[src/rtl/pgwalk_pkg.sv]
package pgwalk_pkg;
    typedef enum logic [2:0] {
        S_IDLE,
        S_RD_DIR,
        S_RD_TBL,
        S_WR_DIR,
        S_WR_LEAF,
        S_DONE,
        S_FAULT
    } walk_state_t;

    // Entry flag positions, fixed by the table format
    localparam int F_PRESENT  = 0;
    localparam int F_WRITE    = 1;
    localparam int F_USER     = 2;
    localparam int F_ACCESSED = 5;
    localparam int F_DIRTY    = 6;
    localparam int F_LARGE    = 7;

    // log2 of the entry size in bytes
    localparam int ENT_SHIFT  = 2;
endpackage

[src/rtl/pgwalk_addr.sv]
module pgwalk_addr #(
    parameter int DIR_W = 10,
    parameter int TBL_W = 10,
    parameter int OFF_W = 12
) (
    input  logic [DIR_W+TBL_W-1:0]       base_frame,
    input  logic [DIR_W+TBL_W+OFF_W-1:0] lin,
    input  logic [DIR_W+TBL_W-1:0]       dir_frame,
    input  logic [DIR_W+TBL_W-1:0]       leaf_frame,
    output logic [DIR_W+TBL_W+OFF_W-1:0] dir_addr,
    output logic [DIR_W+TBL_W+OFF_W-1:0] tbl_addr,
    output logic [DIR_W+TBL_W+OFF_W-1:0] big_phys,
    output logic [DIR_W+TBL_W+OFF_W-1:0] small_phys
);
    import pgwalk_pkg::*;

    localparam int LIN_W = DIR_W + TBL_W + OFF_W;
    localparam int FRM_W = DIR_W + TBL_W;

    logic [LIN_W-1:0] dir_off;
    logic [LIN_W-1:0] tbl_off;

    assign dir_off    = LIN_W'(lin[LIN_W-1 -: DIR_W]) << ENT_SHIFT;
    assign tbl_off    = LIN_W'(lin[OFF_W +: TBL_W]) << ENT_SHIFT;
    assign dir_addr   = {base_frame, {OFF_W{1'b0}}} | dir_off;
    assign tbl_addr   = {dir_frame,  {OFF_W{1'b0}}} | tbl_off;
    assign big_phys   = {leaf_frame[FRM_W-1 -: DIR_W], lin[TBL_W+OFF_W-1:0]};
    assign small_phys = {leaf_frame, lin[OFF_W-1:0]};
endmodule

[src/rtl/pgwalk_perm.sv]
module pgwalk_perm (
    input  logic       present,
    input  logic       eff_user_ok,
    input  logic       eff_write_ok,
    input  logic       is_write,
    input  logic       priv3,
    input  logic       override,
    input  logic       wp_on,
    output logic       deny,
    output logic [2:0] err_code
);
    logic user_acc;

    assign user_acc = priv3 & ~override;
    assign deny     = ~present
                    | (user_acc & ~eff_user_ok)
                    | (is_write & ~eff_write_ok & (user_acc | wp_on));
    assign err_code = {priv3, is_write, present};

    // a missing entry always reports present = 0 and is always denied
    always_comb begin
        if (!present) assert_absent_code_R9: assert (deny && !err_code[0]);
    end
endmodule

[src/rtl/pgwalk_top.sv]
module pgwalk_top #(
    parameter int DIR_W = 10,
    parameter int TBL_W = 10,
    parameter int OFF_W = 12
) (
    input  logic                           clk,
    input  logic                           rst_n,
    input  logic                           req_valid,
    output logic                           req_ready,
    input  logic [DIR_W+TBL_W+OFF_W-1:0]   req_lin,
    input  logic                           req_write,
    input  logic [1:0]                     req_cpl,
    input  logic                           req_override,
    input  logic [DIR_W+TBL_W-1:0]         dir_base_frame,
    input  logic                           large_en,
    input  logic                           wp_en,
    output logic                           mem_req,
    output logic                           mem_we,
    output logic [DIR_W+TBL_W+OFF_W-1:0]   mem_addr,
    output logic [DIR_W+TBL_W+OFF_W-1:0]   mem_wdata,
    input  logic                           mem_ack,
    input  logic [DIR_W+TBL_W+OFF_W-1:0]   mem_rdata,
    output logic                           done,
    output logic [DIR_W+TBL_W+OFF_W-1:0]   phys_addr,
    output logic                           fault,
    output logic [2:0]                     fault_code,
    output logic [DIR_W+TBL_W+OFF_W-1:0]   fault_addr
);
    import pgwalk_pkg::*;

    localparam int LIN_W = DIR_W + TBL_W + OFF_W;
    localparam int FRM_W = DIR_W + TBL_W;
    localparam logic [LIN_W-1:0] ACC_MASK = LIN_W'(1) << F_ACCESSED;
    localparam logic [LIN_W-1:0] DRT_MASK = LIN_W'(1) << F_DIRTY;

    walk_state_t state, state_nx;

    // Latched request
    logic [LIN_W-1:0] lin_q;
    logic [FRM_W-1:0] base_q;
    logic             wr_q, priv3_q, ovr_q, lpe_q, wp_q;
    // Latched walk data
    logic [LIN_W-1:0] dir_q, tbl_q, phys_q, faddr_q;
    logic             big_q;
    logic [2:0]       fcode_q;

    // Address composition
    logic [LIN_W-1:0] dir_addr, tbl_addr, big_phys, small_phys;

    pgwalk_addr #(.DIR_W(DIR_W), .TBL_W(TBL_W), .OFF_W(OFF_W)) u_addr (
        .base_frame (base_q),
        .lin        (lin_q),
        .dir_frame  (dir_q[LIN_W-1:OFF_W]),
        .leaf_frame (mem_rdata[LIN_W-1:OFF_W]),
        .dir_addr   (dir_addr),
        .tbl_addr   (tbl_addr),
        .big_phys   (big_phys),
        .small_phys (small_phys)
    );

    // Permission check on the entry arriving this cycle
    logic       rd_big;
    logic       chk_u, chk_w;
    logic       deny;
    logic [2:0] err_code;

    assign rd_big = mem_rdata[F_LARGE] & lpe_q;

    always_comb begin
        if (state == S_RD_TBL) begin
            chk_u = dir_q[F_USER]  & mem_rdata[F_USER];
            chk_w = dir_q[F_WRITE] & mem_rdata[F_WRITE];
        end else if (rd_big) begin
            chk_u = mem_rdata[F_USER];
            chk_w = mem_rdata[F_WRITE];
        end else begin
            // pointer to a table: only presence matters here
            chk_u = 1'b1;
            chk_w = 1'b1;
        end
    end

    pgwalk_perm u_perm (
        .present      (mem_rdata[F_PRESENT]),
        .eff_user_ok  (chk_u),
        .eff_write_ok (chk_w),
        .is_write     (wr_q),
        .priv3        (priv3_q),
        .override     (ovr_q),
        .wp_on        (wp_q),
        .deny         (deny),
        .err_code     (err_code)
    );

    // Next state
    always_comb begin
        state_nx = state;
        unique case (state)
            S_IDLE:    if (req_valid) state_nx = S_RD_DIR;
            S_RD_DIR:  if (mem_ack) begin
                           if (deny)        state_nx = S_FAULT;
                           else if (rd_big) state_nx = S_WR_LEAF;
                           else             state_nx = S_RD_TBL;
                       end
            S_RD_TBL:  if (mem_ack) state_nx = deny ? S_FAULT : S_WR_DIR;
            S_WR_DIR:  if (mem_ack) state_nx = S_WR_LEAF;
            S_WR_LEAF: if (mem_ack) state_nx = S_DONE;
            S_DONE:    state_nx = S_IDLE;
            S_FAULT:   state_nx = S_IDLE;
            default:   state_nx = S_IDLE;
        endcase
    end

    // State register
    always_ff @(posedge clk) begin
        if (!rst_n) state <= S_IDLE;
        else        state <= state_nx;
    end

    // Walk data
    always_ff @(posedge clk) begin
        if (!rst_n) begin
            lin_q   <= '0;
            base_q  <= '0;
            wr_q    <= 1'b0;
            priv3_q <= 1'b0;
            ovr_q   <= 1'b0;
            lpe_q   <= 1'b0;
            wp_q    <= 1'b0;
            dir_q   <= '0;
            tbl_q   <= '0;
            big_q   <= 1'b0;
            phys_q  <= '0;
            faddr_q <= '0;
            fcode_q <= '0;
        end else begin
            unique case (state)
                S_IDLE: if (req_valid) begin
                    lin_q   <= req_lin;
                    base_q  <= dir_base_frame;
                    wr_q    <= req_write;
                    priv3_q <= &req_cpl;
                    ovr_q   <= req_override;
                    lpe_q   <= large_en;
                    wp_q    <= wp_en;
                end
                S_RD_DIR: if (mem_ack) begin
                    dir_q <= mem_rdata;
                    big_q <= rd_big;
                    if (deny) begin
                        fcode_q <= err_code;
                        faddr_q <= lin_q;
                    end else if (rd_big) begin
                        phys_q <= big_phys;
                    end
                end
                S_RD_TBL: if (mem_ack) begin
                    tbl_q <= mem_rdata;
                    if (deny) begin
                        fcode_q <= err_code;
                        faddr_q <= lin_q;
                    end else begin
                        phys_q <= small_phys;
                    end
                end
                default: ;
            endcase
        end
    end

    // Outputs
    always_comb begin
        req_ready = 1'b0;
        mem_req   = 1'b0;
        mem_we    = 1'b0;
        mem_addr  = dir_addr;
        mem_wdata = '0;
        done      = 1'b0;
        fault     = 1'b0;
        unique case (state)
            S_IDLE:    req_ready = 1'b1;
            S_RD_DIR:  begin
                mem_req  = 1'b1;
                mem_addr = dir_addr;
            end
            S_RD_TBL:  begin
                mem_req  = 1'b1;
                mem_addr = tbl_addr;
            end
            S_WR_DIR:  begin
                mem_req   = 1'b1;
                mem_we    = 1'b1;
                mem_addr  = dir_addr;
                mem_wdata = dir_q | ACC_MASK;
            end
            S_WR_LEAF: begin
                mem_req   = 1'b1;
                mem_we    = 1'b1;
                mem_addr  = big_q ? dir_addr : tbl_addr;
                mem_wdata = (big_q ? dir_q : tbl_q) | ACC_MASK
                          | (wr_q ? DRT_MASK : '0);
            end
            S_DONE:    done  = 1'b1;
            S_FAULT:   fault = 1'b1;
            default:   ;
        endcase
    end

    assign phys_addr  = phys_q;
    assign fault_code = fcode_q;
    assign fault_addr = faddr_q;

    // Checks
    assert_excl_pulse_R12: assert property (@(posedge clk) disable iff (!rst_n)
        !(done && fault));
    assert_done_once_R12: assert property (@(posedge clk) disable iff (!rst_n)
        done |=> !done);
    assert_fault_once_R12: assert property (@(posedge clk) disable iff (!rst_n)
        fault |=> !fault);
    assert_req_hold_R12: assert property (@(posedge clk) disable iff (!rst_n)
        (mem_req && !mem_ack) |=> (mem_req && $stable(mem_addr)
                                   && $stable(mem_we) && $stable(mem_wdata)));
    assert_ready_quiet_R11: assert property (@(posedge clk) disable iff (!rst_n)
        req_ready |-> !mem_req);
    assert_fault_no_write_R3: assert property (@(posedge clk) disable iff (!rst_n)
        fault |-> !$past(mem_we));
    assert_done_after_update_R10: assert property (@(posedge clk) disable iff (!rst_n)
        done |-> $past(mem_we && mem_ack));
endmodule

[config.mk]
export PLATFORM = sky130hd
export DESIGN_NAME = pgwalk_top
export DESIGN_NICKNAME = d
export VERILOG_FILES = /design/src/rtl/pgwalk_pkg.sv /design/src/rtl/pgwalk_addr.sv /design/src/rtl/pgwalk_perm.sv /design/src/rtl/pgwalk_top.sv
export SDC_FILE = /design/constraint.sdc
export NUM_CORES = 1
export LEC_CHECK = 0
export BUFFER_PORTS_ARGS = -buffer_cell sky130_fd_sc_hd__buf_2
export CORE_MARGIN = 4
export CORE_UTILIZATION = 51
export CTS_BUF_LIST = sky130_fd_sc_hd__clkbuf_4 sky130_fd_sc_hd__clkbuf_8
export CTS_CLUSTER_DIAMETER = 60
export DETAILED_ROUTE_END_ITERATION = 7
export PLACE_DENSITY = 0.81
export RECOVER_POWER = 25
export SETUP_SLACK_MARGIN = 0.5
export SLEW_MARGIN = 5
export SYNTH_ARGS = -nofsm -noshare
export SYNTH_HDL_FRONTEND = slang
export SYNTH_HIERARCHICAL = 1
export SYNTH_SLANG_ARGS = --single-unit
[constraint.sdc]
create_clock -name clk -period 6.2 [get_ports clk]
set_clock_uncertainty 0.1 [all_clocks]
set_input_delay 1.24 -clock clk [delete_from_list [all_inputs] [get_ports clk]]
set_output_delay 1.24 -clock clk [all_outputs]
set_load 0.01 [all_outputs]
==> results of run 1 <==
==> kinds of logic after synthesis <==
group,after synthesis,synth area share
buffers and inverters,212,0.149
other,1,0.000405
xor gates and xnor gates,2,0.00189
AOI/OAI and AO/OA,233,0.202
and+or+nand+nor,378,0.163
muxes,64,0.0734
DFF,190,0.410
==> cell type report <==
cell class                      count  area, um2  area share
Clock buffer                       19        262      0.0267
Clock inverter                     13        138      0.0141
Antenna cell                        3       7.51    0.000767
Sequential cell                   190       3800       0.389
Inverter                            2       7.51    0.000767
Tap cell                          229        287      0.0293
Timing Repair Buffer              239       1150       0.118
Multi-Input combinational cell    681       4130       0.422
==> worst register-to-register path, delay by kind of cell (launching register included) <==
family	cells	cell delay [ns]
flip-flops	1	0.77
buffers and inverters	1	0.40
AO/OA/AOI/OAI	5	1.56
AND/OR/NAND/NOR	4	0.76
==> registers in the layout, summed over array words and instances, names as in the netlist, 3 cells and up <==
signal,count
state,3
base_q,20
phys_addr,32
fault_addr,32
fault_code,3
lin_q,32
tbl_q,31
dir_q,31
==> per-stage QoR <==
step	setup WS [ns]	hold WS (ns)
after floorplan	3.06	0.335
after global placement	2.08	0.341
after detailed placement	2.02	0.345
after CTS	1.82	0.359
after global routing	1.68	0.383
final	1.85	0.362
==> routing by layer <==
metal  up-vias  share of wire
li1       3549              -
met1      3307           0.44
met2       236           0.44
met3        54          0.081
met4         2          0.034
met5         -        0.00056
==> cells in the final DEF, fill, tap and decap left out, types with 3 or more instances in the layout <==
| cell type | count |
|---|---|
| mux2_2 | 32 |
| a21oi_1 | 4 |
| nand2_1 | 346 |
| nor3b_1 | 3 |
| dfxtp_1 | 190 |
| clkbuf_8 | 19 |
| nor2b_1 | 4 |
| buf_2 | 167 |
| clkbuf_1 | 59 |
| o211a_1 | 32 |
| a22o_1 | 30 |
| a21boi_0 | 155 |
| mux2i_1 | 32 |
| conb_1 | 4 |
| buf_4 | 13 |
| nand2b_1 | 3 |
| clkinv_2 | 5 |
| diode_2 | 3 |
| clkinv_4 | 4 |
==> power groups by stage <==
stage	sequential, uW	clock [uW]	combinational, uW
final	1340	826	375
after global routing	1350	902	413
after CTS	1340	850	383
after detailed placement	1370	0	381
after global placement	1360	0	373
after floorplan	1360	0	318
==> how the worst max path moves through the flow <==
| stage | from | to | slack, ns | cells after the start |
|---|---|---|---|---|
| finish | state[1] | mem_addr[10] | 1.85 | 5 |
| detailed placement | mem_rdata[7] | phys_addr[4] | 2.02 | 10 |
| global placement | mem_rdata[7] | phys_addr[10] | 2.08 | 10 |
| global route | state[1] | mem_addr[15] | 1.68 | 5 |
| CTS | state[1] | mem_addr[21] | 1.82 | 5 |
| floorplan | mem_rdata[7] | phys_addr[23] | 3.06 | 9 |
==> impl_metrics.toml, run 1 <==
[yosys]
ys.flop_type = "dfxtp_1"
synth_edf_count = 0
synth.avg_cell_area_um2 = 8.58
synth_area_leaders = "dfxtp_1, nand2_1, a21boi_0, buf_4, mux2_2"
yosysTopAreaCell = "dfxtp_1"
synth-async-reset-ratio = 0
ys_types = 40
synth_most_common_cell = "nand2_1"
synth_commonest_cells = "nand2_1, dfxtp_1, a21boi_0, buf_4, clkbuf_1"
ys_ff_latch = 190
yosysWarnings = 6
yosysTopAreaCellShare = 0.410
yosysSeqAreaShare = 0.410
synth_area_mm2 = 0.00927
synth_cells = 1080

[worst_setup_path]
path_class = "flip-flop to output pin"
ff2ff_path_depth = 10
r2r_end = "phys_addr[4]"
r2r_start = "state[0]"
end_kind = "output pin"
worstPathRequired_ns = 4.86
cp-start-kind = "flip-flop"
cp_top_family = "simple AND/OR/NAND/NOR gates"
path_cells = "nor2b_1, nor2_1, nor2_4, mux2_2, buf_2"
critPathMaxStageDelay_ns = 0.84
crit_fanout = 32
arrival_ns = 3.01
slowest_stage = "nor2_4"
path_buf_inv = 1
rrSetupSlack_ns = 2.53

[power]
switching_share = 0.284
power.share.clock = 0.325
pwr-share-comb = 0.147
internal-power_uw = 1820
power.density_mw_per_mm2 = 260
p_leak_uw = 0.00413
ir_drop_mv = 0.148
netSwitchingPower_uw = 722
pwr-share-seq = 0.527
total_power_uw = 2540

[clocking]
cts_tree = "yes"
cts.sinks = 190
htreeDepth = 4
holdBufCountCts = 0
post_cts_buffers = 0
path_clk_slew_ns = 0.09
cts-buffers-inserted = 17
cts-root-buf = "clkbuf_8"
cts_resized = 0
clock_latency_ns = 0.47
clockBufferDepth = 2

[cells_and_area]
nFillCells = 1696
num-nets-final = 1225
final_cells = 1376
final_cell_area_mm2 = 0.00978
drive_gt1_frac = 0.220
area_delta_synth_final_pct = 5.56
postLayoutCoreUtil = 0.547

[drt]
wl_per_cell_um = 16.9
viasPerCell = 5.19
drt_first_pass_iters = 5
ant_nets = 0
routed_wl_um = 23200
drt-initial-drc-count = 486
route.detailed.drc = 0
vias = 7148

[global_route]
met1_usage = 0.300
gr-total-overflow = 0
grt_pass1_vias = 6797
grt_use_met3 = 0.0717
met2_usage = 0.338
grt_pass1_wl_um = 36200
busiest_layer = "met2"
grt_usage = 0.225
grt_max_degree = 114
antenna_found_initial = 3

[floorplanning]
rows = 49
coreArea_mm2 = 0.0179
initial_core_util = 0.518
die_area_mm2 = 0.0204
die_x_um = 143
io_pins = 230
die_h_um = 143

[timing]
fin_crit_ns = 4.35
fin_setup_tns_ns = 0
tightest_slew_ns = 1.72
timing.final.crit_share = 0.702
setup_violations = 0
rsz0062_at_grt = "false"
hold_violations = 0
drv_slew = 60
slew_headroom = -0.146
timing.fmax_mhz = 230

[hold_path]
hold_depth = 2
min_from = "ovr_q"
hold_path_class = "flip-flop to flip-flop"
min_delay_worst_endpoint = "ovr_q"

[run]
maxCapViolations = 2

[status]
violations = "capacitance limit, slew limit"
status = "finished with violations"

[placed_design]
gp_congestion = 0.827
dpl_cell_area_mm2 = 0.00946
placed_cells = 1341
portBuffers = 226
dp_hpwl_um = 15700
No activity file was read; power rests on OpenSTA's default activity.
==> inputs of run 2 (changes only) <==
--- a/config.mk
+++ b/config.mk
@@ -7,11 +7,11 @@
 export LEC_CHECK = 0
 export BUFFER_PORTS_ARGS = -buffer_cell sky130_fd_sc_hd__buf_2
 export CORE_MARGIN = 4
-export CORE_UTILIZATION = 51
+export CORE_UTILIZATION = 50
 export CTS_BUF_LIST = sky130_fd_sc_hd__clkbuf_4 sky130_fd_sc_hd__clkbuf_8
 export CTS_CLUSTER_DIAMETER = 60
 export DETAILED_ROUTE_END_ITERATION = 7
-export PLACE_DENSITY = 0.81
+export PLACE_DENSITY = 0.83
 export RECOVER_POWER = 25
 export SETUP_SLACK_MARGIN = 0.5
 export SLEW_MARGIN = 5
==> constraint.sdc (replaced) <==
create_clock -name clk -period 3.8 [get_ports clk]
set_clock_uncertainty 0.1 [all_clocks]
set_input_delay 0.76 -clock clk [delete_from_list [all_inputs] [get_ports clk]]
set_output_delay 0.76 -clock clk [all_outputs]
set_load 0.01 [all_outputs]
==> run 2 against run 1 <==
  * The run still ends with capacitance limit, slew limit left
  * Hold slack got worse by 0.00084 ns
  * Sequential share of layout area decreased by 0.21 points
  * Routed wire length about the same
  * Core utilization decreased by 0.22 points
  * Via count about the same
  * Flip-flop and latch count unchanged
  * Critical path depth unchanged
  * Die area increased by 1.9%
  * Clock-buffer cell count decreased by 1
  * Non-clock buffer count increased by 4
  * Largest cell class unchanged
==> impl_metrics.toml, run 2 (synthesis gave the netlist of run 1 again) <==
[status]
status = "finished with violations"
violations = "capacitance limit, slew limit"

[placed_design]
dp_hpwl_um = 16000
gp_congestion = 0.846
portBuffers = 226

[worst_setup_path]
path_class = "flip-flop to output pin"
crit_fanout = 31
arrival_ns = 2.37
end_kind = "output pin"
slowest_stage = "dfxtp_1"
critPathMaxStageDelay_ns = 0.78
path_cells = "nor2_1, a32o_1, buf_4, a22o_1, buf_2"
worstPathRequired_ns = 2.94
cp-start-kind = "flip-flop"
ff2ff_path_depth = 5

[power]
p_leak_uw = 0.00411
total_power_uw = 4160
power.density_mw_per_mm2 = 422
ir_drop_mv = 0.209

[global_route]
antenna_found_initial = 4
grt_max_degree = 84
grt_pass1_wl_um = 35500
gr-total-overflow = 0
grt_usage = 0.219
grt_pass1_vias = 6639

[drt]
ant_nets = 0
vias = 7155
drt-initial-drc-count = 447
routed_wl_um = 23200
viasPerCell = 5.19
wl_per_cell_um = 16.8
route.detailed.drc = 0
drt_first_pass_iters = 4

[floorplanning]
die_area_mm2 = 0.0208
die_h_um = 144
die_x_um = 144
io_pins = 230
coreArea_mm2 = 0.0181
rows = 49
initial_core_util = 0.512

[clocking]
holdBufCountCts = 0
path_clk_slew_ns = 0.09
cts_tree = "yes"
clockBufferDepth = 2
clock_latency_ns = 0.46
cts-buffers-inserted = 17
cts.sinks = 190
htreeDepth = 4
cts-root-buf = "clkbuf_8"

[cells_and_area]
area_delta_synth_final_pct = 6.21
drive_gt1_frac = 0.219
final_cell_mix = "nand2_1, dfxtp_1, buf_2, a21boi_0, clkbuf_1"
mostFrequentLayoutCell = "nand2_1"
num-nets-final = 1229

[timing]
fin_crit_ns = 3.23
fin_setup_tns_ns = 0
timing.fmax_mhz = 310
rsz0062_at_grt = "false"
hold_violations = 0
slew_headroom = -0.213
drv_slew = 45
setup_violations = 0
timing.final.crit_share = 0.850
tightest_slew_ns = 1.82

[hold_path]
hold_path_class = "flip-flop to flip-flop"
hold_depth = 2

[run]
maxCapViolations = 1
run 2: cell count changes in the layout (fill, tap and decap cells not counted), moves of 3 or more:
cell and delta:
buf_2 -9, clkbuf_1 +8, clkinv_2 -5, clkinvlp_4 +4
inv_8 +4, buf_12 +3, clkinv_4 -3
run 2: final timing paths:
check            from            end  slack (ns)
min             ovr_q          ovr_q        0.36
max          state[0]  mem_wdata[18]        0.57
max reg2reg  state[0]       lin_q[4]        0.72
min reg2reg     ovr_q          ovr_q        0.36
run 2: layout make-up:
class | instances | area (um2)
Multi-Input combinational cell | 681 | 4130
Timing Repair Buffer | 243 | 1210
Tap cell | 229 | 287
Sequential cell | 190 | 3810
Antenna cell | 2 | 5.00
Clock buffer | 18 | 248
Fill cell | 1647 | 8240
Inverter | 2 | 7.51
Clock inverter | 14 | 149
run 2: critical path, delay by kind of cell (launching register included):
| family | cells | cell delay, ns |
|---|---|---|
| AO/OA/AOI/OAI | 2 | 0.55 |
| flip-flops | 1 | 0.78 |
| AND/OR/NAND/NOR | 1 | 0.19 |
| buffers and inverters | 2 | 0.39 |
run 2: per-stage QoR:
stage | utilization | cell area [um2] | hold WS (ns) | cells | setup WS, ns
2_1_floorplan | - | 9280 | 0.335 | 1083 | 0.980
3_3_place_gp | 0.526 | 9520 | 0.341 | 1344 | 0.777
3_5_place_dp | 0.526 | 9520 | 0.353 | 1344 | 0.726
4_1_cts | 0.549 | 9920 | 0.367 | 1377 | 0.550
5_1_grt | 0.544 | 9840 | 0.393 | 1378 | 0.390
6_report | 0.544 | 9840 | 0.361 | 1379 | 0.570
run 2: timing repair:
item                       in CTS  in global routing
buffers inserted                1                  0
gates cloned                    0                  0
gates resized for setup         2                  2
setup endpoints to repair      30                 66
pin swaps                       1                  0
run 2: power by group:
group,switching (uW),internal (uW)
clock,786,563
combinational,366,259
sequential,87.8,2100
run 2: layer usage:
| layer | up-vias | part of all wire | global-route usage |
|---|---|---|---|
| met5 | - | 0.0011 | 0 |
| met3 | 36 | 0.067 | 0.0509 |
| met2 | 210 | 0.46 | 0.343 |
| li1 | 3567 | - | - |
| met4 | 4 | 0.021 | 0.0785 |
| met1 | 3338 | 0.45 | 0.297 |
